===== src/rtl/evc_pkg.sv =====
package evc_pkg;
  typedef enum logic [1:0] {
    EDGE_NONE = 2'b00,
    EDGE_RISE = 2'b01,
    EDGE_FALL = 2'b10,
    EDGE_BOTH = 2'b11
  } edge_mode_e;

  localparam logic [2:0] MODE_EVENT_COUNT = 3'b001;
endpackage


===== src/rtl/evc_edge_qual.sv =====
module evc_edge_qual
  import evc_pkg::*;
#(
  parameter int SYNC_STAGES = 2
) (
  input  logic       clk,
  input  logic       rst,
  input  logic       evt_in,
  input  logic [1:0] edge_sel,
  output logic       evt_valid
);
  localparam int SH_W = SYNC_STAGES + 1;

  logic [SH_W-1:0] shreg;
  logic            cur_lvl, prev_lvl, rise, fall;

  always_ff @(posedge clk) begin
    if (rst) shreg <= '0;
    else     shreg <= {shreg[SH_W-2:0], evt_in};
  end

  assign cur_lvl  = shreg[SYNC_STAGES-1];
  assign prev_lvl = shreg[SYNC_STAGES];
  assign rise     = cur_lvl & ~prev_lvl;
  assign fall     = ~cur_lvl & prev_lvl;

  always_comb begin
    unique case (edge_mode_e'(edge_sel))
      EDGE_RISE: evt_valid = rise;
      EDGE_FALL: evt_valid = fall;
      EDGE_BOTH: evt_valid = rise | fall;
      default:   evt_valid = 1'b0;
    endcase
  end

  // A qualified transition needs the synchronized level to differ from its predecessor.
  assert_valid_needs_change_R4: assert property (@(posedge clk) disable iff (rst)
    evt_valid |-> (shreg[SYNC_STAGES-1] != shreg[SYNC_STAGES]));
  assert_none_masks_R4: assert property (@(posedge clk) disable iff (rst)
    (edge_sel == 2'b00) |-> !evt_valid);
endmodule


===== src/rtl/evc_cmp_buffer.sv =====
module evc_cmp_buffer #(
  parameter int CNT_W = 16
) (
  input  logic             clk,
  input  logic             rst,
  input  logic             cmp_wr,
  input  logic [CNT_W-1:0] cmp_wdata,
  input  logic             load,
  output logic [CNT_W-1:0] cmp_reg,
  output logic [CNT_W-1:0] cmp_buf
);
  always_ff @(posedge clk) begin
    if (rst) begin
      cmp_reg <= '0;
      cmp_buf <= '0;
    end else begin
      if (cmp_wr) cmp_reg <= cmp_wdata;
      if (load)   cmp_buf <= cmp_reg;
    end
  end

  assert_wr_takes_R8: assert property (@(posedge clk) disable iff (rst)
    cmp_wr |=> (cmp_reg == $past(cmp_wdata)));
  assert_buf_holds_R7: assert property (@(posedge clk) disable iff (rst)
    !load |=> $stable(cmp_buf));
endmodule


===== src/rtl/evc_count_core.sv =====
module evc_count_core #(
  parameter int CNT_W = 16
) (
  input  logic             clk,
  input  logic             rst,
  input  logic             active,
  input  logic             evt_valid,
  input  logic [CNT_W-1:0] cmp_buf,
  output logic             load_buf,
  output logic [CNT_W-1:0] count_q,
  output logic             match_irq
);
  localparam logic [CNT_W-1:0] IDLE_VAL = '1;

  logic active_d, start, hit, clear;

  assign start    = active & ~active_d;
  assign hit      = (count_q == cmp_buf);
  assign clear    = active & ~start & evt_valid & hit;
  assign load_buf = start | clear;

  always_ff @(posedge clk) begin
    if (rst) begin
      active_d  <= 1'b0;
      count_q   <= IDLE_VAL;
      match_irq <= 1'b0;
    end else begin
      active_d  <= active;
      match_irq <= clear;
      if (!active)        count_q <= IDLE_VAL;
      else if (start)     count_q <= '0;
      else if (clear)     count_q <= '0;
      else if (evt_valid) count_q <= count_q + 1'b1;
    end
  end

  assert_idle_allones_R1: assert property (@(posedge clk) disable iff (rst)
    !active |=> (count_q == IDLE_VAL));
  assert_start_zero_R2: assert property (@(posedge clk) disable iff (rst)
    (active && !active_d) |=> (count_q == '0));
  assert_irq_clears_R6: assert property (@(posedge clk) disable iff (rst)
    match_irq |-> (count_q == '0));
  assert_bounded_by_buf_R6: assert property (@(posedge clk) disable iff (rst)
    active_d |-> (count_q <= cmp_buf));
  assert_hold_without_edge_R5: assert property (@(posedge clk) disable iff (rst)
    (active && active_d && !evt_valid) |=> $stable(count_q));
endmodule


===== src/rtl/evt_cmp_counter.sv =====
module evt_cmp_counter
  import evc_pkg::*;
#(
  parameter int CNT_W       = 16,
  parameter int SYNC_STAGES = 2
) (
  input  logic             clk,
  input  logic             rst,
  input  logic             run_en,
  input  logic [2:0]       mode_sel,
  input  logic [1:0]       edge_sel,
  input  logic             cmp_wr,
  input  logic [CNT_W-1:0] cmp_wdata,
  input  logic             evt_in,
  output logic [CNT_W-1:0] count_q,
  output logic             match_irq
);
  logic             active, evt_valid, load_buf;
  logic [CNT_W-1:0] cmp_reg, cmp_buf;

  assign active = run_en & (mode_sel == MODE_EVENT_COUNT);

  evc_edge_qual #(.SYNC_STAGES(SYNC_STAGES)) u_edge (
    .clk(clk), .rst(rst), .evt_in(evt_in), .edge_sel(edge_sel),
    .evt_valid(evt_valid)
  );

  evc_cmp_buffer #(.CNT_W(CNT_W)) u_cmp (
    .clk(clk), .rst(rst), .cmp_wr(cmp_wr), .cmp_wdata(cmp_wdata),
    .load(load_buf), .cmp_reg(cmp_reg), .cmp_buf(cmp_buf)
  );

  evc_count_core #(.CNT_W(CNT_W)) u_core (
    .clk(clk), .rst(rst), .active(active), .evt_valid(evt_valid),
    .cmp_buf(cmp_buf), .load_buf(load_buf), .count_q(count_q),
    .match_irq(match_irq)
  );

  assert_wrong_mode_idle_R3: assert property (@(posedge clk) disable iff (rst)
    (mode_sel != MODE_EVENT_COUNT) |=> (count_q == '1));
  assert_reset_quiet_R1: assert property (@(posedge clk)
    rst |=> !match_irq);
endmodule


===== config.mk =====
export PLATFORM = sky130hd
export DESIGN_NAME = evt_cmp_counter
export DESIGN_NICKNAME = d
export VERILOG_FILES = /design/src/rtl/evc_pkg.sv /design/src/rtl/evc_edge_qual.sv /design/src/rtl/evc_cmp_buffer.sv /design/src/rtl/evc_count_core.sv /design/src/rtl/evt_cmp_counter.sv
export SDC_FILE = /design/constraint.sdc
export NUM_CORES = 1
export LEC_CHECK = 0
export ABC_AREA = 1
export BUFFER_PORTS_ARGS = -buffer_cell sky130_fd_sc_hd__buf_2
export CAP_MARGIN = 20
export CORE_ASPECT_RATIO = 1.75
export CORE_MARGIN = 1.5
export CORE_UTILIZATION = 56
export DETAILED_ROUTE_END_ITERATION = 10
export PLACE_DENSITY = 0.77
export SYNTH_ARGS = -nofsm -noshare
export SYNTH_HDL_FRONTEND = slang
export SYNTH_SLANG_ARGS = --single-unit

===== constraint.sdc =====
create_clock -name clk -period 1.8 [get_ports clk]
set_input_delay 0.36 -clock clk [delete_from_list [all_inputs] [get_ports clk]]
set_output_delay 0.36 -clock clk [all_outputs]
set_load 0.02 [all_outputs]

Word-level counts from Yosys, hierarchy flattened:

Index checks and enable logic that the tools add are counted.

* bits in registers: 53
* word-level logic and storage cells: 32

* add/subtract/negate cells: 1
* equal/unequal tests: 5
* muxes and demuxes: 4
* bitwise gates (word level): 14
* reductions and logical operators: 2

Operator list (count)
* $mux W16: 3
* $add A16 B1 Y16 const B: 1
* $eq A16 B16 Y1: 1
* $and A1 B1 Y1: 7
* $not A1 Y1: 5
* $eq A2 B2 Y1 const B: 2
* $eq A3 B1 Y1 const B: 1
* $pmux W1 S3: 1
* $reduce_bool A3 Y1: 1
* $eq A2 B1 Y1 const B: 1
* $or A1 B1 Y1: 2
* $reduce_or A2 Y1: 1

Longest topological paths before layout:

* word-level depth: 9
* depth in mapped cells: 12
* depth with buffers taken out: 11

Hierarchy:

From an unflattened synthesis, not the netlist that was laid out.

* cells, all modules: 465
* area, all modules: 2904.0 um2

Modules (own cells, without submodules)
* evc_count_core: times used 1, cells an instance 239, area an instance 1412.6 um2
* evc_cmp_buffer: times used 1, cells an instance 202, area an instance 1327.5 um2
* evc_edge_qual: times used 1, cells an instance 19, area an instance 142.6 um2
* evt_cmp_counter: times used 1, cells an instance 5, area an instance 21.3 um2

Worst setup path after synthesis:

OpenSTA, ideal clock, no wires.

* path kind: register -> register
* start: register u_edge.shreg[1]
* end: register u_cmp.cmp_buf[13]
* library setup time: 0.115 ns
* data arrival time: 1.506 ns
* data required time: 1.685 ns
* setup slack: 0.179 ns
* cell stages (with the launch flop): 12
* buffers on the path: 1
* path through: dfxtp_1 inv_1 ha_1 inv_1 nand3_1 nand3_1 inv_1 nor2_2 nand3_2 buf_2 a21oi_1 nor2_1

* longest elaborated chain between the ends: 7
* elaborated cells between the ends (all ways): 8
* classes of those cells: mux (1); bitwise (7)

RTL lines
* start, declared: line evc_edge_qual.sv:14 `logic [SH_W-1:0] shreg;`
* start signal, assigned: line evc_edge_qual.sv:19 `else shreg <= {shreg[SH_W-2:0], evt_in};`
* $not A1 Y1: line evc_edge_qual.sv:25 `assign fall = ~cur_lvl & prev_lvl;`
* $and A1 B1 Y1: line evc_edge_qual.sv:25
* $or A1 B1 Y1: line evc_edge_qual.sv:31 `EDGE_BOTH: evt_valid = rise | fall;`
* $pmux W1 S3 *: line evc_edge_qual.sv:28 `unique case (edge_mode_e'(edge_sel))`
* $and A1 B1 Y1 * (2 in series): line evc_count_core.sv:19 `assign clear = active & ~start & evt_valid & hit;`
* $or A1 B1 Y1 *: line evc_count_core.sv:20 `assign load_buf = start | clear;`
* end signal, assigned: line evc_cmp_buffer.sv:18 `if (load) cmp_buf <= cmp_reg;`
* end, declared: line evc_cmp_buffer.sv:10 `output logic [CNT_W-1:0] cmp_buf`

Every way passes the cells marked *; elsewhere a longest branch is shown, timed or not.
A chain may end at the register's enable or synchronous reset.

Worst setup path after layout:

* start: register u_core.count_q[11]
* end: register u_cmp.cmp_buf[1]

* longest elaborated chain between the ends: 3

RTL lines
* start, declared: line evc_count_core.sv:10 `output logic [CNT_W-1:0] count_q,`
* start signal, assigned: line evc_count_core.sv:33 `else if (evt_valid) count_q <= count_q + 1'b1;`
* $eq A16 B16 Y1: line evc_count_core.sv:18 `assign hit = (count_q == cmp_buf);`
* $and A1 B1 Y1: line evc_count_core.sv:19
* $or A1 B1 Y1: line evc_count_core.sv:20

Every way passes these cells.

==> results.toml <==
[synth]
synth_area_per_cell_um2 = 6.26
ys_ff_latch = 53
synth_top_cell_area_share = 0.385
yosys_warnings = 0
synth.top_cells.by_area = "sky130_fd_sc_hd__dfxtp_1, sky130_fd_sc_hd__nand2_1, sky130_fd_sc_hd__nor2_1"
synthesis.area_um2 = 2760
synth_seq_area_share = 0.385
mappedNetlistNets = 469
synthDominantAreaCellType = "sky130_fd_sc_hd__dfxtp_1"
synthCells = 440
ys_types = 21

[run]
maxCapViolations = 0

[final_layout]
commonest_non_fill_non_tap_cell_in_the_layout = "sky130_fd_sc_hd__nand2_1"
final_layout_size_suffix_gt1_frac = 0.199
final_cell_mix = "sky130_fd_sc_hd__nand2_1, sky130_fd_sc_hd__nor2_1, sky130_fd_sc_hd__inv_1"
postLayoutCellArea_um2 = 3310
utilization = 0.704
flow.area_growth_from_synthesis_pct = 20.2
diodes = 0
final_nets = 517

[clocking]
htreeDepth = 2
total_cts_buffers = 5
tritoncts = "built"
ctsLongestPathBuffers = 2
cts_sinks = 53
cts-root-buf = "sky130_fd_sc_hd__clkbuf_8"
clock_insertion_delay_worst_skew_ns = 0.30
cts.reportedPaths.clkPinSlew_ns = 0.09

[worst_setup_path]
signal_arrival_time_at_the_worst_endpoint_ns = 1.93
end_of_the_worst_register_to_register_path = "u_cmp.cmp_buf[1]$_SDFFE_PP0P_"
critPathKind = "reg -> reg"
critical_path.startpoint_type = "flip-flop"
crit-reg2reg-launch = "u_core.count_q[11]$_SDFFE_PP1P_"
r2r_slack_ns = 0.07
end_kind = "flip-flop"
crit_required_ns = 2.00
timing.critical_path.fanout_max = 9
worst-r2r-cell-count = 10

[route]
drt_pre_antenna_iters = 4
num_vias = 2880
wirelength_mm = 7.28
final_antenna_net_count = 0
drt-initial-drc-count = 111
drt-wirelength-per-cell_um = 13.5
viasPerCell = 5.33
route.detailed.drc = 0

[sta]
timing.max_slew.rel_slack = 0.702
finalCritPeriodShare = 0.962
worst_slew_pin_slew_ns = 0.447
report.final.hold_viol_count = 0
setup-tns-final_ns = 0
setup_violations_final = 0
finClkSkew_ns = 0.00791
min_period_ns = 1.73
report.final.slew_viol_count = 0
whs_ns = 0.264
fmax_ghz = 0.578

[grt]
grt_max_degree = 38
antenna_violations_before_repair = 0
grt_first_pass_wirelength_mm = 11.0
globalRouteOverflowTotal = 0
grt_pass1_vias = 2530
grtUsageTotal = 0.253

[min_path]
min_path_type = "in -> reg"
hp-start = "evt_in"
hold_depth = 3
worstHoldEndpoint = "u_edge.shreg[0]$_SDFF_PP0_"

[floorplan]
placement_rows = 33
io_pins = 43
die_height_um = 95.8
die_extent_in_x_um = 56.0
starting_utilization_of_the_core_area = 0.586
floorplan.core_area_um2 = 4710
floorplan.die_area_um2 = 5370

[power]
power.static_leakage_nw = 1.76
pwr_density_cell_nw_per_um2 = 676
vdd_ir_drop_max_v = 0.000826
design_power_total_mw = 2.24

[status]
status = "completed"

[placement]
post-dp-hpwl_mm = 4.81
post_dp_cell_area_um2 = 3050
placement.io_buffers = 42
gp_congestion = 0.948
[worst max-delay path, cell delays in order (launching register included)]
cell and delay [ns]:
sky130_fd_sc_hd__dfxtp_2 0.40, sky130_fd_sc_hd__inv_1 0.08, sky130_fd_sc_hd__nand2_1 0.13, sky130_fd_sc_hd__nand2_1 0.08, sky130_fd_sc_hd__nor2_1 0.13, sky130_fd_sc_hd__nand2_1 0.08, sky130_fd_sc_hd__nor2_2 0.13, sky130_fd_sc_hd__nand3_4 0.19
sky130_fd_sc_hd__clkbuf_16 0.23, sky130_fd_sc_hd__a21oi_1 0.13, sky130_fd_sc_hd__nor2_1 0.06
[stage by stage]
step / cells / worst slack, ns
2_1_floorplan: 440 / 0.179
5_1_grt: 540 / -0.0317
4_1_cts: 535 / 0.0594
6_report: 540 / 0.0692
3_3_place_gp: 528 / 0.129
3_5_place_dp: 528 / 0.0788
[power breakdown]
group	total [mW]	internal, mW	switching, mW
clock	0.782	0.405	0.377
combinational	0.221	0.0880	0.133
sequential	1.24	1.21	0.0216
total	2.24	1.71	0.532
[routing by layer]
metal	share of wire	track usage	up-vias
met3	0.054	0.0323	18
met4	0.028	0.131	0
met1	0.39	0.294	1287
met5	0	0	-
met2	0.53	0.450	105
li1	-	-	1470
[logic make-up after synthesis]
group / after synthesis / synth area share
DFF: 53 / 0.385
and+or+nand+nor: 269 / 0.401
buffers and inverters: 64 / 0.0949
adders and majority gates: 3 / 0.0136
xor gates and xnor gates: 9 / 0.0286
AOI/OAI and AO/OA: 42 / 0.0772
[cells in the mapped netlist]
master	n
sky130_fd_sc_hd__a21oi_1	16
sky130_fd_sc_hd__buf_2	2
sky130_fd_sc_hd__buf_4	1
sky130_fd_sc_hd__buf_6	2
sky130_fd_sc_hd__clkbuf_1	10
sky130_fd_sc_hd__dfxtp_1	53
sky130_fd_sc_hd__ha_1	3
sky130_fd_sc_hd__inv_1	45
sky130_fd_sc_hd__inv_2	4
sky130_fd_sc_hd__nand2_1	122
sky130_fd_sc_hd__nand2_2	3
sky130_fd_sc_hd__nand3_1	40
sky130_fd_sc_hd__nand3_2	1
sky130_fd_sc_hd__nand4_1	9
sky130_fd_sc_hd__nor2_1	89
sky130_fd_sc_hd__nor2_2	1
sky130_fd_sc_hd__nor3_1	3
sky130_fd_sc_hd__nor4_1	1
sky130_fd_sc_hd__o21a_1	1
sky130_fd_sc_hd__o21ai_0	25
sky130_fd_sc_hd__xor2_1	9
[timing repair]
action	CTS	global route
setup buffers	0	0
hold endpoints to repair	0	0
hold buffers	0	0
setup endpoints to repair	0	30
resized for setup	0	28
[how the worst max path moves through the flow]
stage	to	slack (ns)	start
after floorplan	u_cmp.cmp_buf[13]$_SDFFE_PP0P_	0.18	u_edge.shreg[1]$_SDFF_PP0_
after global placement	u_cmp.cmp_buf[10]$_SDFFE_PP0P_	0.13	u_core.count_q[7]$_SDFFE_PP1P_
after detailed placement	u_core.count_q[7]$_SDFFE_PP1P_	0.08	u_edge.shreg[1]$_SDFF_PP0_
after CTS	u_core.count_q[7]$_SDFFE_PP1P_	0.06	u_edge.shreg[1]$_SDFF_PP0_
after global routing	u_cmp.cmp_buf[10]$_SDFFE_PP0P_	-0.03	u_core.count_q[11]$_SDFFE_PP1P_
final	u_cmp.cmp_buf[1]$_SDFFE_PP0P_	0.07	u_core.count_q[11]$_SDFFE_PP1P_
[cell type report]
type / count / area [um2]
inverter: 49 / 184
sequential: 53 / 1080
multi-input combinational: 323 / 1480
clock buffer: 5 / 68.8
clock inverter: 2 / 35.0
tap: 52 / 65.1
fill: 440 / 1400
timing repair buffer: 56 / 400
Power figures use the tool's default switching activity.
